[config.mk]
export PLATFORM = sky130hd
export DESIGN_NAME = lnk_bert_top
export DESIGN_NICKNAME = d
export VERILOG_FILES = /design/src/rtl/lnk_bert_pkg.sv /design/src/rtl/lnk_ref_word.sv /design/src/rtl/lnk_sat_counter.sv /design/src/rtl/lnk_frame_gen.sv /design/src/rtl/lnk_frame_chk.sv /design/src/rtl/lnk_bert_top.sv
export SDC_FILE = /design/constraint.sdc
export NUM_CORES = 1
export LEC_CHECK = 0
export BUFFER_PORTS_ARGS = -buffer_cell sky130_fd_sc_hd__buf_2
export CAP_MARGIN = 25
export CORE_ASPECT_RATIO = 0.8
export CORE_MARGIN = 2
export CORE_UTILIZATION = 30
export DETAILED_ROUTE_END_ITERATION = 7
export HOLD_SLACK_MARGIN = 0.08
export PLACE_DENSITY = 0.53
export SETUP_SLACK_MARGIN = 0.15
export SYNTH_ARGS = -nofsm -noshare
export SYNTH_HDL_FRONTEND = slang
export SYNTH_SLANG_ARGS = --single-unit
[constraint.sdc]
create_clock -name clk -period 5.25 [get_ports clk]
set_clock_uncertainty 0.05 [all_clocks]
set_input_delay 1.05 -clock clk [delete_from_list [all_inputs] [get_ports clk]]
set_output_delay 1.05 -clock clk [all_outputs]
set_load 0.02 [all_outputs]
[src/rtl/lnk_bert_pkg.sv]
// Shared definitions for the link test frame generator and checker.
// Holds the default frame geometry and the checker state type.
package lnk_bert_pkg;

    localparam int DEF_WORD_W    = 32;
    localparam int DEF_ID_W      = 12;
    localparam int DEF_CNT_W     = 6;
    localparam int DEF_NUM_CNT   = 5;
    localparam int DEF_HDR_LEN   = 12;
    localparam int DEF_FRAME_LEN = 2048;
    localparam logic [DEF_WORD_W-DEF_ID_W-1:0] DEF_MARKER = 20'hB5E3C;

    typedef enum logic {
        ST_HUNT  = 1'b0,
        ST_TRACK = 1'b1
    } chk_state_t;

endpackage

[src/rtl/lnk_ref_word.sv]
// Reference word former.
// Computes the frame word at position pos: a header word {MARKER, id} for the
// first HDR_LEN positions, and otherwise NUM_CNT counter fields, each holding
// (payload index + field number) mod 2^CNT_W, with the unused top bits zero.
// Assumes NUM_CNT*CNT_W <= WORD_W and that the marker's top bit is set, so
// that a payload word can never carry the marker.
module lnk_ref_word import lnk_bert_pkg::*; #(
    parameter int WORD_W    = DEF_WORD_W,
    parameter int ID_W      = DEF_ID_W,
    parameter int CNT_W     = DEF_CNT_W,
    parameter int NUM_CNT   = DEF_NUM_CNT,
    parameter int HDR_LEN   = DEF_HDR_LEN,
    parameter int FRAME_LEN = DEF_FRAME_LEN,
    parameter logic [WORD_W-ID_W-1:0] MARKER = DEF_MARKER,
    localparam int IDX_W = $clog2(FRAME_LEN)
) (
    input  logic [IDX_W-1:0]  pos,
    input  logic [ID_W-1:0]   id,
    output logic [WORD_W-1:0] word,
    output logic              is_hdr
);

    localparam int FILL_W = NUM_CNT * CNT_W;

    logic [IDX_W-1:0]  pay_idx;
    logic [WORD_W-1:0] hdr_w;
    logic [WORD_W-1:0] pay_w;

    // Header or payload region, and index inside the payload
    assign is_hdr  = (pos < IDX_W'(HDR_LEN));
    assign pay_idx = pos - IDX_W'(HDR_LEN);
    assign hdr_w   = {MARKER, id};

    // One counter field per lane, offset by its lane number
    generate
        for (genvar k = 0; k < NUM_CNT; k++) begin : g_cnt
            assign pay_w[k*CNT_W +: CNT_W] = CNT_W'(pay_idx + IDX_W'(k));
        end
        if (FILL_W < WORD_W) begin : g_pad
            assign pay_w[WORD_W-1:FILL_W] = '0;
        end
    endgenerate

    // Select the word for this position
    assign word = is_hdr ? hdr_w : pay_w;

endmodule

[src/rtl/lnk_sat_counter.sv]
// Saturating event counter.
// Counts single-cycle increment pulses, stops at all ones, and is cleared by
// a synchronous clear that takes precedence over an increment.
module lnk_sat_counter #(
    parameter int W = 16
) (
    input  logic         clk,
    input  logic         rst_n,
    input  logic         clr,
    input  logic         inc,
    output logic [W-1:0] cnt
);

    // Count, hold at the top value, clear on request
    always_ff @(posedge clk) begin
        if (!rst_n || clr) begin
            cnt <= '0;
        end else if (inc && !(&cnt)) begin
            cnt <= cnt + 1'b1;
        end
    end

    // without a clear the count moves by at most one per cycle
    p_step_one_r6: assert property (@(posedge clk) disable iff (!rst_n)
        !clr |=> (cnt == $past(cnt)) || (cnt == $past(cnt) + 1'b1));

    // once saturated the count stays there until cleared
    p_sat_hold_r7: assert property (@(posedge clk) disable iff (!rst_n)
        (&cnt && !clr) |=> &cnt);

endmodule

[src/rtl/lnk_frame_gen.sv]
// Test frame generator.
// Emits one word per cycle from a free-running position counter that wraps
// at FRAME_LEN, so frames follow each other with no gap.
// Assumes tx_id is stable for the duration of a test.
module lnk_frame_gen import lnk_bert_pkg::*; #(
    parameter int WORD_W    = DEF_WORD_W,
    parameter int ID_W      = DEF_ID_W,
    parameter int CNT_W     = DEF_CNT_W,
    parameter int NUM_CNT   = DEF_NUM_CNT,
    parameter int HDR_LEN   = DEF_HDR_LEN,
    parameter int FRAME_LEN = DEF_FRAME_LEN,
    parameter logic [WORD_W-ID_W-1:0] MARKER = DEF_MARKER
) (
    input  logic              clk,
    input  logic              rst_n,
    input  logic [ID_W-1:0]   tx_id,
    output logic [WORD_W-1:0] tx_word
);

    localparam int IDX_W  = $clog2(FRAME_LEN);
    localparam int MARK_W = WORD_W - ID_W;

    logic [IDX_W-1:0] idx;
    logic             in_hdr;

    // Position inside the current frame
    always_ff @(posedge clk) begin
        if (!rst_n) begin
            idx <= '0;
        end else if (idx == IDX_W'(FRAME_LEN - 1)) begin
            idx <= '0;
        end else begin
            idx <= idx + 1'b1;
        end
    end

    lnk_ref_word #(
        .WORD_W(WORD_W), .ID_W(ID_W), .CNT_W(CNT_W), .NUM_CNT(NUM_CNT),
        .HDR_LEN(HDR_LEN), .FRAME_LEN(FRAME_LEN), .MARKER(MARKER)
    ) u_form (
        .pos(idx), .id(tx_id), .word(tx_word), .is_hdr(in_hdr)
    );

    // every header position carries the marker
    p_hdr_marker_r2: assert property (@(posedge clk) disable iff (!rst_n)
        in_hdr |-> tx_word[WORD_W-1 -: MARK_W] == MARKER);

    // lane 0 steps by one between consecutive payload words
    p_field_step_r3: assert property (@(posedge clk) disable iff (!rst_n)
        (idx > IDX_W'(HDR_LEN)) |-> tx_word[CNT_W-1:0] == $past(tx_word[CNT_W-1:0]) + CNT_W'(1));

endmodule

[src/rtl/lnk_frame_chk.sv]
// Test frame checker.
// Hunts for HDR_LEN consecutive header words carrying the expected identity,
// then tracks the frame position and compares every received word with the
// reference word for that position. Counts bad payload words and bad-header
// frames, and drops lock after two bad-header frames in a row.
// Assumes the link delivers one word per cycle with no gaps.
module lnk_frame_chk import lnk_bert_pkg::*; #(
    parameter int WORD_W    = DEF_WORD_W,
    parameter int ID_W      = DEF_ID_W,
    parameter int CNT_W     = DEF_CNT_W,
    parameter int NUM_CNT   = DEF_NUM_CNT,
    parameter int HDR_LEN   = DEF_HDR_LEN,
    parameter int FRAME_LEN = DEF_FRAME_LEN,
    parameter int ERR_W     = 16,
    parameter int HDR_CNT_W = 8,
    parameter logic [WORD_W-ID_W-1:0] MARKER = DEF_MARKER
) (
    input  logic                 clk,
    input  logic                 rst_n,
    input  logic [WORD_W-1:0]    rx_word,
    input  logic [ID_W-1:0]      exp_id,
    input  logic                 test_start,
    output logic                 locked,
    output logic [ERR_W-1:0]     err_cnt,
    output logic [HDR_CNT_W-1:0] hdr_err_cnt,
    output logic [ID_W-1:0]      rx_id
);

    localparam int IDX_W  = $clog2(FRAME_LEN);
    localparam int RUN_W  = $clog2(HDR_LEN + 1);
    localparam int MARK_W = WORD_W - ID_W;

    chk_state_t        state;
    logic [IDX_W-1:0]  pos;
    logic [IDX_W-1:0]  ref_pos;
    logic [RUN_W-1:0]  run;
    logic              hdr_bad;
    logic              prev_bad;
    logic [WORD_W-1:0] exp_word;
    logic              exp_is_hdr;
    logic              word_ok;
    logic              marker_ok;
    logic              pay_err;
    logic              last_hdr;
    logic              frame_bad;
    logic              hdr_evt;
    logic              lose;
    logic              gain;

    // While hunting, compare against the header word (position 0)
    assign ref_pos = (state == ST_TRACK) ? pos : '0;

    lnk_ref_word #(
        .WORD_W(WORD_W), .ID_W(ID_W), .CNT_W(CNT_W), .NUM_CNT(NUM_CNT),
        .HDR_LEN(HDR_LEN), .FRAME_LEN(FRAME_LEN), .MARKER(MARKER)
    ) u_ref (
        .pos(ref_pos), .id(exp_id), .word(exp_word), .is_hdr(exp_is_hdr)
    );

    // Per-cycle decisions on the received word
    assign word_ok   = (rx_word == exp_word);
    assign marker_ok = (rx_word[WORD_W-1 -: MARK_W] == MARKER);
    assign pay_err   = (state == ST_TRACK) && !exp_is_hdr && !word_ok;
    assign last_hdr  = (state == ST_TRACK) && (pos == IDX_W'(HDR_LEN - 1));
    assign frame_bad = hdr_bad || !word_ok;
    assign hdr_evt   = last_hdr && frame_bad;
    assign lose      = hdr_evt && prev_bad;
    assign gain      = (state == ST_HUNT) && word_ok && (run == RUN_W'(HDR_LEN - 1));
    assign locked    = (state == ST_TRACK);

    // Alignment state, header run length and frame position
    always_ff @(posedge clk) begin
        if (!rst_n) begin
            state <= ST_HUNT;
            pos   <= '0;
            run   <= '0;
        end else if (state == ST_HUNT) begin
            if (gain) begin
                state <= ST_TRACK;
                pos   <= IDX_W'(HDR_LEN);
                run   <= '0;
            end else begin
                run <= word_ok ? run + 1'b1 : '0;
            end
        end else begin
            if (lose) begin
                state <= ST_HUNT;
                pos   <= '0;
            end else begin
                pos <= (pos == IDX_W'(FRAME_LEN - 1)) ? '0 : pos + 1'b1;
            end
        end
    end

    // Header health of the current frame and of the previous one
    always_ff @(posedge clk) begin
        if (!rst_n || gain) begin
            hdr_bad  <= 1'b0;
            prev_bad <= 1'b0;
        end else if ((state == ST_TRACK) && exp_is_hdr) begin
            if (last_hdr) begin
                hdr_bad  <= 1'b0;
                prev_bad <= frame_bad;
            end else begin
                hdr_bad <= frame_bad;
            end
        end
    end

    // Identity seen in the latest marker-carrying word
    always_ff @(posedge clk) begin
        if (!rst_n) begin
            rx_id <= '0;
        end else if (marker_ok && ((state == ST_HUNT) || exp_is_hdr)) begin
            rx_id <= rx_word[ID_W-1:0];
        end
    end

    lnk_sat_counter #(.W(ERR_W)) u_err_cnt (
        .clk(clk), .rst_n(rst_n), .clr(test_start), .inc(pay_err), .cnt(err_cnt)
    );

    lnk_sat_counter #(.W(HDR_CNT_W)) u_hdr_cnt (
        .clk(clk), .rst_n(rst_n), .clr(test_start), .inc(hdr_evt), .cnt(hdr_err_cnt)
    );

    // lock is only gained on a word equal to the expected header
    p_lock_on_header_r4: assert property (@(posedge clk) disable iff (!rst_n)
        $rose(locked) |-> $past(rx_word) == {MARKER, $past(exp_id)});

    // no payload errors are counted while hunting
    p_idle_hunt_r5: assert property (@(posedge clk) disable iff (!rst_n)
        (!locked && !test_start) |=> err_cnt == $past(err_cnt));

    // losing lock always comes with a counted bad header
    p_drop_counts_r8: assert property (@(posedge clk) disable iff (!rst_n)
        ($fell(locked) && !$past(test_start)) |-> (hdr_err_cnt != $past(hdr_err_cnt)) || (&hdr_err_cnt));

endmodule

[src/rtl/lnk_bert_top.sv]
// Link bit-error test block: frame generator and frame checker side by side.
// The generator drives tx_word; the checker consumes rx_word, which the
// surrounding logic connects to the far end of the link under test.
module lnk_bert_top import lnk_bert_pkg::*; #(
    parameter int WORD_W    = DEF_WORD_W,
    parameter int ID_W      = DEF_ID_W,
    parameter int CNT_W     = DEF_CNT_W,
    parameter int NUM_CNT   = DEF_NUM_CNT,
    parameter int HDR_LEN   = DEF_HDR_LEN,
    parameter int FRAME_LEN = DEF_FRAME_LEN,
    parameter int ERR_W     = 16,
    parameter int HDR_CNT_W = 8,
    parameter logic [WORD_W-ID_W-1:0] MARKER = DEF_MARKER
) (
    input  logic                 clk,
    input  logic                 rst_n,
    input  logic [ID_W-1:0]      tx_id,
    output logic [WORD_W-1:0]    tx_word,
    input  logic [WORD_W-1:0]    rx_word,
    input  logic [ID_W-1:0]      exp_id,
    input  logic                 test_start,
    output logic                 locked,
    output logic [ERR_W-1:0]     err_cnt,
    output logic [HDR_CNT_W-1:0] hdr_err_cnt,
    output logic [ID_W-1:0]      rx_id
);

    lnk_frame_gen #(
        .WORD_W(WORD_W), .ID_W(ID_W), .CNT_W(CNT_W), .NUM_CNT(NUM_CNT),
        .HDR_LEN(HDR_LEN), .FRAME_LEN(FRAME_LEN), .MARKER(MARKER)
    ) u_gen (
        .clk(clk), .rst_n(rst_n), .tx_id(tx_id), .tx_word(tx_word)
    );

    lnk_frame_chk #(
        .WORD_W(WORD_W), .ID_W(ID_W), .CNT_W(CNT_W), .NUM_CNT(NUM_CNT),
        .HDR_LEN(HDR_LEN), .FRAME_LEN(FRAME_LEN), .ERR_W(ERR_W),
        .HDR_CNT_W(HDR_CNT_W), .MARKER(MARKER)
    ) u_chk (
        .clk(clk), .rst_n(rst_n), .rx_word(rx_word), .exp_id(exp_id),
        .test_start(test_start), .locked(locked), .err_cnt(err_cnt),
        .hdr_err_cnt(hdr_err_cnt), .rx_id(rx_id)
    );

endmodule

== After elaboration in Yosys (flattened, before gate mapping) ==
Index checks and enable logic that the tools add are counted.

* ROM bits: 0
* Latch bits: 0
* Memories kept: 0
* Bits in writable memories: 0
* Output and inout port bits: 69
* Register bits after elaboration: 65

* $lt $le $gt $ge: 2
* Muxes and demuxes: 13
* Div/mod/pow operators: 0
* Equality and inequality tests: 6
* Reduce and logical (&&, ||, !) cells: 25
* Add/sub/neg operators: 15
* Shift-type cells: 0
* Multipliers: 0
* Bitwise logic cells: 2

{| class="wikitable"
|+ Operators with widths
! kind !! number
|-
| two-way mux 32 bit || 2
|-
| two-way mux 11 bit || 5
|-
| equality test 32 bit || 1
|-
| adder 6 x 2 -> 6 bit, second input constant || 4
|-
| adder 11 x 1 -> 11 bit, second input constant || 2
|-
| equality test 11 bit, second input constant || 2
|-
| less-than comparator 11 x 4 -> 1 bit, second input constant || 2
|-
| equality test 20 bit, second input constant || 1
|-
| adder 16 x 1 -> 16 bit, second input constant || 1
|-
| AND reduction 16 bit || 1
|-
| adder 6 x 1 -> 6 bit, second input constant || 2
|-
| adder 6 x 3 -> 6 bit, second input constant || 2
|-
| subtractor 6 x 4 -> 6 bit, second input constant || 2
|-
| equality test 11 x 4 -> 1 bit, second input constant || 1
|-
| logical AND 1 bit || 11
|-
| adder 8 x 1 -> 8 bit, second input constant || 1
|-
| two-way mux 4 bit || 2
|-
| AND reduction 8 bit || 1
|-
| zero test 1 bit || 5
|-
| adder 4 x 1 -> 4 bit, second input constant || 1
|-
| equality test 4 bit, second input constant || 1
|-
| logical OR 1 bit || 4
|-
| two-way mux 1 bit || 4
|-
| inverter 1 bit || 2
|-
| other kinds (3) || 3
|}

== Depth between registers and ports, before layout ==
Gate-level depths: netlist (run 1).

* Depth after elaboration: 11
* Depth in mapped cells: 19
* Depth with buffers taken out: 12

== By module ==
From an unflattened synthesis (run 1), not the netlist that was laid out.

* Cell total of the unflattened synthesis: 607
* Area, all modules: 4942.2 um2

{| class="wikitable"
|+ Modules (own cells, without submodules)
! module !! times used !! area an instance (um2) !! cells each
|-
| lnk_frame_chk || 1 || 1939.4 || 223
|-
| lnk_ref_word || 2 || 606.8 || 94
|-
| lnk_sat_counter at u_chk.u_err_cnt || 1 || 854.6 || 96
|-
| lnk_frame_gen || 1 || 495.5 || 52
|-
| lnk_sat_counter at u_chk.u_hdr_cnt || 1 || 439.2 || 48
|}

== Worst setup path after synthesis (run 1) ==
OpenSTA, ideal clock, no wires.

* Path kind: register to register
* Start point: register u_chk.state (netlist: u_chk.locked)
* End point: register u_chk.u_err_cnt.cnt[0]
* Data required time: 5130 ps
* Stages on the path, launching flop included: 20
* Buffers on the path: 8
* Slack: 785 ps
* Setup time: 70 ps
* Period minus slack after synthesis: 4465 ps
* Data arrival time: 4345 ps
* Cell sequence: dfxtp_1 > buf_1 > clkbuf_1 > clkbuf_1 > buf_1 > nand2_1 > ha_1 > clkbuf_1 > nand3_1 > a21oi_1 > a21oi_1 > o2111ai_1 > or4b_1 > nor4_4 > and3_1 > buf_4 > buf_8 > buf_6 > o21ai_0 > a21oi_1

* Longest elaborated chain between the ends: 8
* Elaborated cells between the ends (all ways): 14
* Classes of those cells: 5 x add/sub; 1 x order compare; 1 x eq/ne; 2 x mux; 5 x reduce/logical

{| class="wikitable"
|+ Ends and longest elaborated chain
! item !! RTL line !! RTL
|-
| from (decl) || lnk_frame_chk.sv:33 || <nowiki>chk_state_t state;</nowiki>
|-
| from (signal assigned) || lnk_frame_chk.sv:74 || <nowiki>state <= ST_HUNT;</nowiki>
|-
| from (signal assigned) || lnk_frame_chk.sv:79 || <nowiki>state <= ST_TRACK;</nowiki>
|-
| from (signal assigned) || lnk_frame_chk.sv:87 || <nowiki>state <= ST_HUNT;</nowiki>
|-
| two-way mux 11 bit || lnk_frame_chk.sv:51 || <nowiki>assign ref_pos = (state == ST_TRACK) ? pos : '0;</nowiki>
|-
| subtractor 6 x 4 -> 6 bit || lnk_ref_word.sv:31 || <nowiki>assign pay_idx = pos - IDX_W'(HDR_LEN);</nowiki>
|-
| adder 6 x 1 -> 6 bit (tied with other cells) || lnk_ref_word.sv:37 || <nowiki>assign pay_w[k*CNT_W +: CNT_W] = CNT_W'(pay_idx + IDX_W'(k));</nowiki>
|-
| two-way mux 32 bit || lnk_ref_word.sv:45 || <nowiki>assign word = is_hdr ? hdr_w : pay_w;</nowiki>
|-
| equality test 32 bit || lnk_frame_chk.sv:61 || <nowiki>assign word_ok = (rx_word == exp_word);</nowiki>
|-
| zero test 1 bit || lnk_frame_chk.sv:63 || <nowiki>assign pay_err = (state == ST_TRACK) && !exp_is_hdr && !word_ok;</nowiki>
|-
| logical AND 1 bit (*) || lnk_frame_chk.sv:63 ||
|-
| logical AND 1 bit (*) || lnk_sat_counter.sv:18 || <nowiki>end else if (inc && !(&cnt)) begin</nowiki>
|-
| to (signal assigned) || lnk_sat_counter.sv:19 || <nowiki>cnt <= cnt + 1'b1;</nowiki>
|-
| to (decl) || lnk_sat_counter.sv:11 || <nowiki>output logic [W-1:0] cnt</nowiki>
|}

Mark *: on every way between the ends. The rest lies on a longest branch, timed or not.
A chain may end at the register's enable or synchronous reset.

== Final worst setup path (run 1) ==
* Start point: register u_chk.state (netlist: u_chk.locked)
* End point: register u_chk.u_err_cnt.cnt[6]

Same word-level chain as after synthesis.

==> report_table.html, run 1 <==
<table>
<tr><th>Metric</th><th>Value</th></tr>
<tr><th colspan="2">Place</th></tr>
<tr><td>RePlAce Congestion</td><td>between 0.8 and 0.9</td></tr>
<tr><td>Detailed-placement wirelength estimate</td><td>11100 um</td></tr>
<tr><td>Placed Cells incl. Taps</td><td>977</td></tr>
<tr><td>Placed cell area</td><td>0.00581 mm2</td></tr>
<tr><td>IO buf count</td><td>roughly 130</td></tr>
<tr><th colspan="2">STA</th></tr>
<tr><td>Number of max-slew violations in the final report</td><td>0</td></tr>
<tr><td>Total Negative Setup Slacks</td><td>0 ns</td></tr>
<tr><td>Final count of negative-setup-slack endpoints</td><td>0</td></tr>
<tr><td>Final number of hold-violating endpoints</td><td>0</td></tr>
<tr><td>Relative slew margins</td><td>33.7%</td></tr>
<tr><td>Timing-limited maximum frequency</td><td>221 MHz</td></tr>
<tr><td>RSZ-0062 raised after global routing</td><td>false</td></tr>
<tr><td>Hold Worst Slack</td><td>0.438 ns</td></tr>
<tr><td>Crit share post-route</td><td>about 86%</td></tr>
<tr><td>Tmin final</td><td>around 4.5 ns</td></tr>
<tr><td>Pin slew with the least headroom to its limit</td><td>0.981 ns</td></tr>
<tr><th colspan="2">Clock tree</th></tr>
<tr><td>Worst-Skew Late Latency</td><td>between 0.3 and 0.4 ns</td></tr>
<tr><td>Max H-tree Level</td><td>3</td></tr>
<tr><td>Setup bufs post-CTS</td><td>0</td></tr>
<tr><td>Post-CTS Hold Fix Bufs</td><td>0</td></tr>
<tr><td>Cts repair resizes</td><td>0</td></tr>
<tr><td>TritonCTS clock tree</td><td>built</td></tr>
<tr><td>Clock tree root driver cell</td><td>clkbuf_16</td></tr>
<tr><td>Clock net sink count</td><td>65</td></tr>
<tr><td>Longest Clk Path Bufs</td><td>2</td></tr>
<tr><td>Clock buffers created by TritonCTS</td><td>9</td></tr>
<tr><td>Clock slew at reported path FFs</td><td>around 0.060 ns</td></tr>
<tr><th colspan="2">Final layout</th></tr>
<tr><td>Most frequent cells in the layout</td><td>126 x buf_2, 78 x nand2_1, 72 x nor2_1</td></tr>
<tr><td>Final standard cell area without fillers</td><td>0.00611 mm2</td></tr>
<tr><td>Antenna cells</td><td>0</td></tr>
<tr><td>Fraction of layout instances using a drive strength above 1</td><td>between 20% and 30%</td></tr>
<tr><td>Layout Area Growth over Synthesis</td><td>21.1%</td></tr>
<tr><td>Fillers</td><td>approximately 1.8k</td></tr>
<tr><td>Final #Nets</td><td>842</td></tr>
<tr><td>Final cell count without fillers</td><td>between 900 and 1k</td></tr>
<tr><td>Most frequent standard cell in the layout excluding fill and tap cells</td><td>buf_2</td></tr>
<tr><th colspan="2">Status</th></tr>
<tr><td>Status</td><td>finished clean</td></tr>
<tr><th colspan="2">Logic synthesis</th></tr>
<tr><td>Dominant register cell in the synthesized netlist</td><td>dfxtp_1</td></tr>
<tr><td>Post-synthesis register bit count</td><td>65</td></tr>
<tr><td>Number of enable-type register cells in the synthesized netlist</td><td>0</td></tr>
<tr><td>Number of nets produced by synthesis</td><td>738</td></tr>
<tr><td>Mapped Cells</td><td>roughly 660</td></tr>
<tr><td>Post-synth cell types</td><td>79</td></tr>
<tr><td>Mapped Area</td><td>between 0.005 and 0.006 mm2</td></tr>
<tr><td>Total number of yosys warnings</td><td>0</td></tr>
<tr><td>Proportion of register bits with asynchronous set or reset after synthesis</td><td>0%</td></tr>
<tr><td>Mapped Avg Cell Area</td><td>~7.6 um2</td></tr>
<tr><td>Post-synthesis sequential area ratio</td><td>25.8%</td></tr>
<tr><th colspan="2">Setup path</th></tr>
<tr><td>Arrival time of the worst setup path</td><td>4.67 ns</td></tr>
<tr><td>Worst path required time</td><td>5.39 ns</td></tr>
<tr><td>Crit Path Category</td><td>reg -&gt; reg</td></tr>
<tr><td>Kind of end point of the critical path</td><td>flip-flop</td></tr>
<tr><td>Element type at the critical path start</td><td>flip-flop</td></tr>
<tr><td>Largest fanout of any net on the critical path</td><td>27</td></tr>
<tr><th colspan="2">Pwr</th></tr>
<tr><td>Leakage Power</td><td>approximately 2.4 nW</td></tr>
<tr><td>Worst IR Drop VDD</td><td>between 0.0001 and 0.00015 V</td></tr>
<tr><td>Post-route total power</td><td>approximately 1.2 mW</td></tr>
<tr><td>Power per cell area</td><td>202 mW/mm2</td></tr>
<tr><th colspan="2">Floorplan</th></tr>
<tr><td>Die Area</td><td>~0.018 mm2</td></tr>
<tr><td>Standard cell core area</td><td>0.0165 mm2</td></tr>
<tr><td>Floorplan die height</td><td>120 um</td></tr>
<tr><td>Initial Utilization</td><td>30.6%</td></tr>
<tr><td>Top Ports</td><td>128</td></tr>
<tr><td>Die span in x</td><td>149 um</td></tr>
<tr><td>Std-Cell Rows</td><td>42</td></tr>
<tr><th colspan="2">Routing</th></tr>
<tr><td>DRC Markers</td><td>0</td></tr>
<tr><td>Post-detailed-route wirelength per cell</td><td>around 15 um</td></tr>
<tr><td>WL final</td><td>14900 um</td></tr>
<tr><td>Detailed Route Iter0 Violations</td><td>about 360</td></tr>
<tr><td>First-pass detailed-route iteration total</td><td>4</td></tr>
<tr><td>Post-route ant nets</td><td>0</td></tr>
<tr><td>Via total after detailed routing</td><td>5107</td></tr>
<tr><td>Via/cell ratio</td><td>5.14</td></tr>
<tr><th colspan="2">Global route</th></tr>
<tr><td>Leftover overflow at the end of global routing</td><td>0</td></tr>
<tr><td>All-layer global routing usage</td><td>approximately 17%</td></tr>
<tr><td>Largest net degree at the start of global routing</td><td>28</td></tr>
<tr><td>First-pass GRT wire length</td><td>approximately 24000 um</td></tr>
<tr><td>Number of antenna violations at the first check in global routing</td><td>0</td></tr>
<tr><td>Vias in the first global route</td><td>4436</td></tr>
<tr><th colspan="2">Flow run</th></tr>
<tr><td>Max-capacitance violation count</td><td>0</td></tr>
<tr><th colspan="2">Hold path</th></tr>
<tr><td>Type of the most critical hold path</td><td>reg -&gt; reg</td></tr>
</table>
## synth_stat cells, drive strengths merged (3+ instances only)
master   n  area share [%]
a211o    3            0.52
a211oi   4            0.84
a21o     7             1.0
a21oi   47             4.7
a22o     3            0.52
a22oi    3            0.45
a31oi    6            0.74
a41oi    4            0.99
and2     7            0.87
and3    10             1.2
and4     3            0.52
buf     16             2.2
clkbuf  25             1.9
dfxtp   65              26
ha      15             3.7
inv     24             1.8
mux2i   20             4.0
nand2   78             5.8
nand2b   8            0.99
nand3   25             2.6
nand3b   4            0.60
nand4   21             2.6
nor2    72             5.4
nor2b    8            0.99
nor3    12             1.4
nor3b    3            0.55
nor4     5             1.0
nor4b    4            0.69
o211ai   6            0.89
o21a     3            0.45
o21ai   20             2.0
o22ai    3            0.37
o31ai   14             2.4
o32ai    4            0.69
or2      3            0.37
or3      9             1.1
or4     12             1.9
or4b     3            0.60
xnor2   34             5.9
xor2    22             3.8
## area by class of cell
cell class                 instances  area, um2  share of cell area (%)
timing repair buffer             134        691                    11.3
clock inverter                     7       76.3                    1.25
clock buffer                       9        225                    3.69
tap                              220        275                    4.51
multi-input combinational        533       3450                    56.4
inverter                          25       93.8                    1.54
sequential                        65       1300                    21.3
## kinds of logic (layout without fill, tap and decap cells)
group           after synthesis  in the layout  synth area share (%)
mux                          21             21                  4.19
fa+ha+maj                    15             15                  3.72
xor+xnor                     56             56                  9.72
simple gates                294            294                  30.5
compound gates              146            146                  20.0
flops                        65             65                  25.8
buf+inv                      66            175                  6.00
other cells                   1              1                0.0744
## state kept, by name, indices dropped and copies added (netlist names)
register and cells:
u_gen.idx 11, u_chk.locked 1, u_chk.pos 11, u_chk.u_hdr_cnt.cnt 8, u_chk.run 4, u_chk.rx_id 12, u_chk.prev_bad 1, u_chk.hdr_bad 1
u_chk.u_err_cnt.cnt 16
## worst max-delay path, cell delays in order (launching register included)
cell and delay (ns):
dfxtp_1 0.85, inv_1 0.41, a31oi_1 0.52, o221ai_1 0.22, a22o_1 0.26, or4_4 0.49
nor4_4 0.59, and3_1 0.42, buf_4 0.34, or4b_2 0.17, a21oi_1 0.06
## power breakdown
group          switching (mW)  internal, mW  leakage, nW
Combinational          0.0663        0.0490         1.78
Clock                   0.247         0.371        0.143
Sequential            0.00457         0.495        0.524
Total                   0.318         0.916         2.44
## metal layers
layer  track usage, %  share of wire, %
met3             4.22               7.2
met5                0                 0
met2             23.0                40
met1             24.8                51
met4             4.88               1.5
## through the flow
stage / setup slack (ns) / util (%)
after floorplan: 0.785 / -
after global placement: 0.928 / 35.2
after detailed placement: 0.857 / 35.2
after CTS: 0.838 / 37.0
after global routing: 0.477 / 37.0
final: 0.717 / 37.0
## worst paths after layout
path,from,endpoint,slack [ns],cells after the start
max,u_chk.locked,u_chk.u_err_cnt.cnt[6],0.72,10
min,u_chk.rx_id[11],u_chk.rx_id[11],0.44,2
max reg2reg,u_chk.locked,u_chk.u_err_cnt.cnt[6],0.72,10
min reg2reg,u_chk.rx_id[11],u_chk.rx_id[11],0.44,2
Note: power is estimated with default switching activity, not from simulation.
==> run 2, diff against run 1 <==
--- a/config.mk
+++ b/config.mk
@@ -5,6 +5,7 @@
 export SDC_FILE = /design/constraint.sdc
 export NUM_CORES = 1
 export LEC_CHECK = 0
+export ABC_AREA = 1
 export BUFFER_PORTS_ARGS = -buffer_cell sky130_fd_sc_hd__buf_2
 export CAP_MARGIN = 25
 export CORE_ASPECT_RATIO = 0.8
==> run 2 against run 1 <==
Effect of this change: sequential share of layout area shrank 0.72 points; routed wire length grew 5.4%; hold slack lost 0.019 ns; worst setup slack gained 0.82 ns; combinational power grew 5%; total power grew 2.0%; non-clock buffer count shrank 3; register-to-register slack gained 1.2 ns; critical path type is now reg -> out; largest cell class unchanged; highest routed layer unchanged.
==> report_table.html, run 2 <==
<table>
<tr><th>Metric</th><th>Value</th></tr>
<tr><th colspan="2">STA</th></tr>
<tr><td>Number of max-slew violations in the final report</td><td>0 (unchanged)</td></tr>
<tr><td>Relative slew margins</td><td>27.3% (was 33.7%)</td></tr>
<tr><td>Crit share post-route</td><td>70.7% (was 86.3%)</td></tr>
<tr><td>RSZ-0062 raised after global routing</td><td>false (unchanged)</td></tr>
<tr><td>Total Negative Setup Slacks</td><td>0 ns (unchanged)</td></tr>
<tr><td>Final count of negative-setup-slack endpoints</td><td>0 (unchanged)</td></tr>
<tr><td>Final setup margin</td><td>1.54 ns (was 0.717 ns)</td></tr>
<tr><td>Pin slew with the least headroom to its limit</td><td>1.08 ns (was 0.981 ns)</td></tr>
<tr><td>Final number of hold-violating endpoints</td><td>0 (unchanged)</td></tr>
<tr><td>Timing-limited maximum frequency</td><td>269 MHz (was 221 MHz)</td></tr>
<tr><td>Tmin final</td><td>3.71 ns (was 4.53 ns)</td></tr>
<tr><th colspan="2">Clock tree</th></tr>
<tr><td>Cts repair resizes</td><td>0 (unchanged)</td></tr>
<tr><td>Worst-Skew Late Latency</td><td>0.33 ns (was 0.35 ns)</td></tr>
<tr><td>Clock tree root driver cell</td><td>clkbuf_16 (unchanged)</td></tr>
<tr><td>Clock net sink count</td><td>65 (unchanged)</td></tr>
<tr><td>TritonCTS clock tree</td><td>built (unchanged)</td></tr>
<tr><td>Clock buffers created by TritonCTS</td><td>9 (unchanged)</td></tr>
<tr><td>Longest Clk Path Bufs</td><td>2 (unchanged)</td></tr>
<tr><td>Clock slew at reported path FFs</td><td>0.05 ns (was 0.06 ns)</td></tr>
<tr><td>Max H-tree Level</td><td>3 (unchanged)</td></tr>
<tr><td>Setup bufs post-CTS</td><td>0 (unchanged)</td></tr>
<tr><td>Post-CTS Hold Fix Bufs</td><td>0 (unchanged)</td></tr>
<tr><th colspan="2">Pwr</th></tr>
<tr><td>Leakage Power</td><td>3.00 nW (was 2.44 nW)</td></tr>
<tr><td>Power per cell area</td><td>199 mW/mm2 (was 202 mW/mm2)</td></tr>
<tr><td>Worst IR Drop VDD</td><td>0.000132 V (was 0.000101 V)</td></tr>
<tr><td>Post-route total power</td><td>1.26 mW (was 1.23 mW)</td></tr>
<tr><th colspan="2">Routing</th></tr>
<tr><td>WL final</td><td>15700 um (was 14900 um)</td></tr>
<tr><td>Via total after detailed routing</td><td>5776 (was 5107)</td></tr>
<tr><td>DRC Markers</td><td>0 (unchanged)</td></tr>
<tr><td>Routed length on met2</td><td>6480 um (was 6030 um)</td></tr>
<tr><td>Max layer used</td><td>met4 (unchanged)</td></tr>
<tr><td>Routed wire length on met3</td><td>948 um (was 1070 um)</td></tr>
<tr><td>Post-route ant nets</td><td>0 (unchanged)</td></tr>
<tr><td>Post-detailed-route wirelength per cell</td><td>12.9 um (was 15.0 um)</td></tr>
<tr><td>Via/cell ratio</td><td>4.75 (was 5.14)</td></tr>
<tr><td>Wire length on met1</td><td>8050 um (was 7580 um)</td></tr>
<tr><td>First-pass detailed-route iteration total</td><td>4 (unchanged)</td></tr>
<tr><td>Detailed Route Iter0 Violations</td><td>338 (was 355)</td></tr>
<tr><th colspan="2">Global route</th></tr>
<tr><td>Vias in the first global route</td><td>5196 (was 4436)</td></tr>
<tr><td>First-pass GRT wire length</td><td>25500 um (was 23700 um)</td></tr>
<tr><td>Number of antenna violations at the first check in global routing</td><td>0 (unchanged)</td></tr>
<tr><td>All-layer global routing usage</td><td>17.3% (was 16.6%)</td></tr>
<tr><td>Largest net degree at the start of global routing</td><td>44 (was 28)</td></tr>
<tr><td>Leftover overflow at the end of global routing</td><td>0 (unchanged)</td></tr>
<tr><th colspan="2">Logic synthesis</th></tr>
<tr><td>Top cell types by occurrence after synthesis</td><td>243 x nand2_1, 113 x nand3_1, 102 x inv_1, 100 x nor2_1, 65 x dfxtp_1 (was 78 x nand2_1, 72 x nor2_1, 65 x dfxtp_1, 47 x a21oi_1, 34 x xnor2_1)</td></tr>
<tr><td>Largest family of logic cells by synthesized area</td><td>simple AND/OR/NAND/NOR gates (unchanged)</td></tr>
<tr><td>Number of enable-type register cells in the synthesized netlist</td><td>0 (unchanged)</td></tr>
<tr><td>Synth top area share</td><td>25.0% (was 25.8%)</td></tr>
<tr><td>Synth top area cells</td><td>dfxtp_1 25%, nand2_1 18%, nand3_1 11%, inv_1 7.4%, nor2_1 7.2% (was dfxtp_1 26%, xnor2_1 5.9%, nand2_1 5.8%, nor2_1 5.4%, a21oi_1 4.7%)</td></tr>
<tr><td>Post-synthesis sequential area ratio</td><td>25.0% (was 25.8%)</td></tr>
<tr><td>Post-synthesis register bit count</td><td>65 (unchanged)</td></tr>
<tr><td>Post-synthesis adder-cell area fraction</td><td>3.60% (was 3.72%)</td></tr>
<tr><td>Post-synth cell types</td><td>42 (was 79)</td></tr>
<tr><td>Mapped Avg Cell Area</td><td>5.96 um2 (was 7.60 um2)</td></tr>
<tr><td>Share of cell area taken by muxes after synthesis</td><td>0.192% (was 4.19%)</td></tr>
<tr><td>Xor-xnor portion of the synthesized cell area</td><td>5.05% (was 9.72%)</td></tr>
<tr><td>Simple-gate area share of the yosys netlist</td><td>45.2% (was 30.5%)</td></tr>
<tr><td>Total number of yosys warnings</td><td>0 (unchanged)</td></tr>
<tr><td>Cell taking the most area after synthesis</td><td>dfxtp_1 (unchanged)</td></tr>
<tr><td>Mapped Area</td><td>0.00521 mm2 (was 0.00504 mm2)</td></tr>
<tr><td>Compound-Gate Fraction of Synth Area</td><td>9.93% (was 20.0%)</td></tr>
<tr><td>Dominant register cell in the synthesized netlist</td><td>dfxtp_1 (unchanged)</td></tr>
<tr><td>Proportion of register bits with asynchronous set or reset after synthesis</td><td>0% (unchanged)</td></tr>
<tr><td>Number of nets produced by synthesis</td><td>948 (was 738)</td></tr>
<tr><td>Mapped Cells</td><td>874 (was 664)</td></tr>
<tr><td>Cell with the most instances after synthesis</td><td>nand2_1 (unchanged)</td></tr>
<tr><th colspan="2">Place</th></tr>
<tr><td>Detailed-placement wirelength estimate</td><td>12100 um (was 11100 um)</td></tr>
<tr><td>RePlAce Congestion</td><td>0.850 (was 0.831)</td></tr>
<tr><td>Placed cell area</td><td>0.00599 mm2 (was 0.00581 mm2)</td></tr>
<tr><td>Placement Setup Slack</td><td>1.85 ns (was 0.857 ns)</td></tr>
<tr><td>IO buf count</td><td>126 (unchanged)</td></tr>
<tr><th colspan="2">Final layout</th></tr>
<tr><td>Most frequent standard cell in the layout excluding fill and tap cells</td><td>nand2_1 (was buf_2)</td></tr>
<tr><td>Number of flip-flops in the largest register</td><td>16 (unchanged)</td></tr>
<tr><td>Register ranked first by flip-flop count</td><td>u_chk.u_err_cnt.cnt (unchanged)</td></tr>
<tr><td>Fillers</td><td>1863 (was 1762)</td></tr>
<tr><td>Most frequent cells in the layout</td><td>243 x nand2_1, 127 x buf_2, 113 x nand3_1 (was 126 x buf_2, 78 x nand2_1, 72 x nor2_1)</td></tr>
<tr><td>Layout Area Growth over Synthesis</td><td>21.5% (was 21.1%)</td></tr>
<tr><td>Largest regs</td><td>u_chk.u_err_cnt.cnt (16), u_chk.rx_id (12) (unchanged)</td></tr>
<tr><td>Fraction of layout instances using a drive strength above 1</td><td>17.2% (was 22.1%)</td></tr>
<tr><td>Final standard cell area without fillers</td><td>0.00632 mm2 (was 0.00611 mm2)</td></tr>
<tr><td>Antenna cells</td><td>0 (unchanged)</td></tr>
<tr><td>Final #Nets</td><td>1061 (was 842)</td></tr>
<tr><th colspan="2">Hold path</th></tr>
<tr><td>Worst hold endpoint</td><td>u_gen.idx[10] (was u_chk.rx_id[11])</td></tr>
<tr><td>Hold_sp</td><td>u_gen.idx[10] (was u_chk.rx_id[11])</td></tr>
<tr><td>Type of the most critical hold path</td><td>reg -&gt; reg (unchanged)</td></tr>
<tr><td>Worst Hold Depth</td><td>2 (unchanged)</td></tr>
<tr><th colspan="2">Setup path</th></tr>
<tr><td>Kind of end point of the critical path</td><td>output pin (was flip-flop)</td></tr>
<tr><td>Cells along the critical path</td><td>inv_1 -&gt; o21ai_1 -&gt; nor2_1 -&gt; nand2_1 -&gt; inv_2 -&gt; nor2_1 -&gt; inv_2 -&gt; o221ai_1 -&gt; buf_2 (was inv_1 -&gt; a31oi_1 -&gt; o221ai_1 -&gt; a22o_1 -&gt; or4_4 -&gt; nor4_4 -&gt; and3_1 -&gt; buf_4 -&gt; or4b_2 -&gt; a21oi_1)</td></tr>
<tr><td>Sum of buffers and inverters on the critical path</td><td>4 (was 2)</td></tr>
<tr><td>Worst reg2reg path depth</td><td>17 (was 10)</td></tr>
<tr><td>Slack of the worst reg-to-reg path</td><td>1.89 ns (was 0.72 ns)</td></tr>
<tr><td>Critical path's largest stage delay</td><td>0.49 ns (was 0.85 ns)</td></tr>
<tr><td>Worst path required time</td><td>4.15 ns (was 5.39 ns)</td></tr>
<tr><td>Terminus of the critical flop-to-flop path</td><td>u_chk.u_hdr_cnt.cnt[4] (was u_chk.u_err_cnt.cnt[6])</td></tr>
<tr><td>Crit Path Category</td><td>reg -&gt; out (was reg -&gt; reg)</td></tr>
<tr><td>Element type at the critical path start</td><td>flip-flop (unchanged)</td></tr>
<tr><td>Reg-to-reg critical path startpoint</td><td>u_chk.locked (unchanged)</td></tr>
<tr><td>Arrival time of the worst setup path</td><td>2.61 ns (was 4.67 ns)</td></tr>
<tr><td>Dominant delay contributor by cell family on the critical path</td><td>buffers and inverters (was simple AND/OR/NAND/NOR gates)</td></tr>
<tr><td>Slowest stage cell on the critical path</td><td>dfxtp_1 (unchanged)</td></tr>
<tr><td>Largest fanout of any net on the critical path</td><td>19 (was 27)</td></tr>
<tr><th colspan="2">Floorplan</th></tr>
<tr><td>Die Area</td><td>0.0184 mm2 (was 0.0179 mm2)</td></tr>
<tr><td>Initial Utilization</td><td>30.3% (was 30.6%)</td></tr>
<tr><td>Die span in x</td><td>151 um (was 149 um)</td></tr>
<tr><td>Top Ports</td><td>128 (unchanged)</td></tr>
<tr><td>Standard cell core area</td><td>0.0172 mm2 (was 0.0165 mm2)</td></tr>
<tr><td>Floorplan die height</td><td>122 um (was 120 um)</td></tr>
<tr><td>Std-Cell Rows</td><td>43 (was 42)</td></tr>
<tr><th colspan="2">Status</th></tr>
<tr><td>Status</td><td>finished clean (unchanged)</td></tr>
<tr><th colspan="2">Flow run</th></tr>
<tr><td>Max-capacitance violation count</td><td>0 (unchanged)</td></tr>
</table>
[run 2: changes by cell type after synthesis, sizes merged, moves of 9 or more]
cell    delta
nor2      +31
nand2    +171
o31ai     -14
or4       -12
nand3     +92
and3       -9
xnor2     -27
clkbuf    -13
a21oi     +13
o21ai     +10
mux2i     -19
inv       +82
or3        -9
[run 2: cell families after synthesis]
logic type               after synthesis
multiplexers                           1
flip-flops                            65
buffers and inverters                137
adder cells (fa/ha/maj)               15
XOR/XNOR                              30
AO/OA/AOI/OAI                         97
other                                  1
AND/OR/NAND/NOR                      528
[run 2: layer usage]
layer / global-route usage (%) / up-vias
met5: 0 / -
met4: 3.74 / 0
met3: 3.75 / 16
met2: 25.7 / 136
met1: 25.5 / 2557
li1: - / 3067
[run 2: power by group]
group          leakage, nW  internal [mW]  switching, mW  total (mW)
logic                 2.32         0.0478         0.0731       0.121
registers            0.524          0.495        0.00412       0.499
clock network        0.155          0.415          0.223       0.638
total                 3.00          0.958          0.300        1.26
[run 2: tightest hold or removal path: stages, from the launching register on]
cell and delay, ns:
dfxtp_1 0.29, inv_1 0.07, a21oi_1 0.06
[run 2: final cells by class]
class	count	area (um2)	share of cell area [%]
inverter	108	407	6.43
sequential	65	1300	20.6
multi-input combinational	672	3340	52.9
clock buffer	9	225	3.56
tap	225	282	4.45
clock inverter	7	95.1	1.50
timing repair buffer	131	669	10.6
[run 2: worst max path at each step]
| stage | start | to | slack [ns] | cells after the start |
|---|---|---|---|---|
| 4_1_cts | u_gen.idx[2] | tx_word[11] | 1.48 | 9 |
| 3_3_place_gp | u_gen.idx[2] | tx_word[9] | 1.90 | 9 |
| 5_1_grt | u_gen.idx[2] | tx_word[11] | 1.25 | 9 |
| 3_5_place_dp | u_gen.idx[2] | tx_word[11] | 1.85 | 9 |
| 2_1_floorplan | u_chk.locked | u_chk.pos[0] | 1.85 | 21 |
| 6_report | u_gen.idx[2] | tx_word[11] | 1.54 | 9 |
[run 2: through the flow]
| stage | util (%) | instances | hold WS [ns] |
|---|---|---|---|
| 2_1_floorplan | - | 874 | 0.397 |
| 3_3_place_gp | 34.9 | 1199 | 0.418 |
| 3_5_place_dp | 34.9 | 1200 | 0.416 |
| 4_1_cts | 36.8 | 1216 | 0.425 |
| 5_1_grt | 36.8 | 1217 | 0.446 |
| 6_report | 36.8 | 1217 | 0.418 |
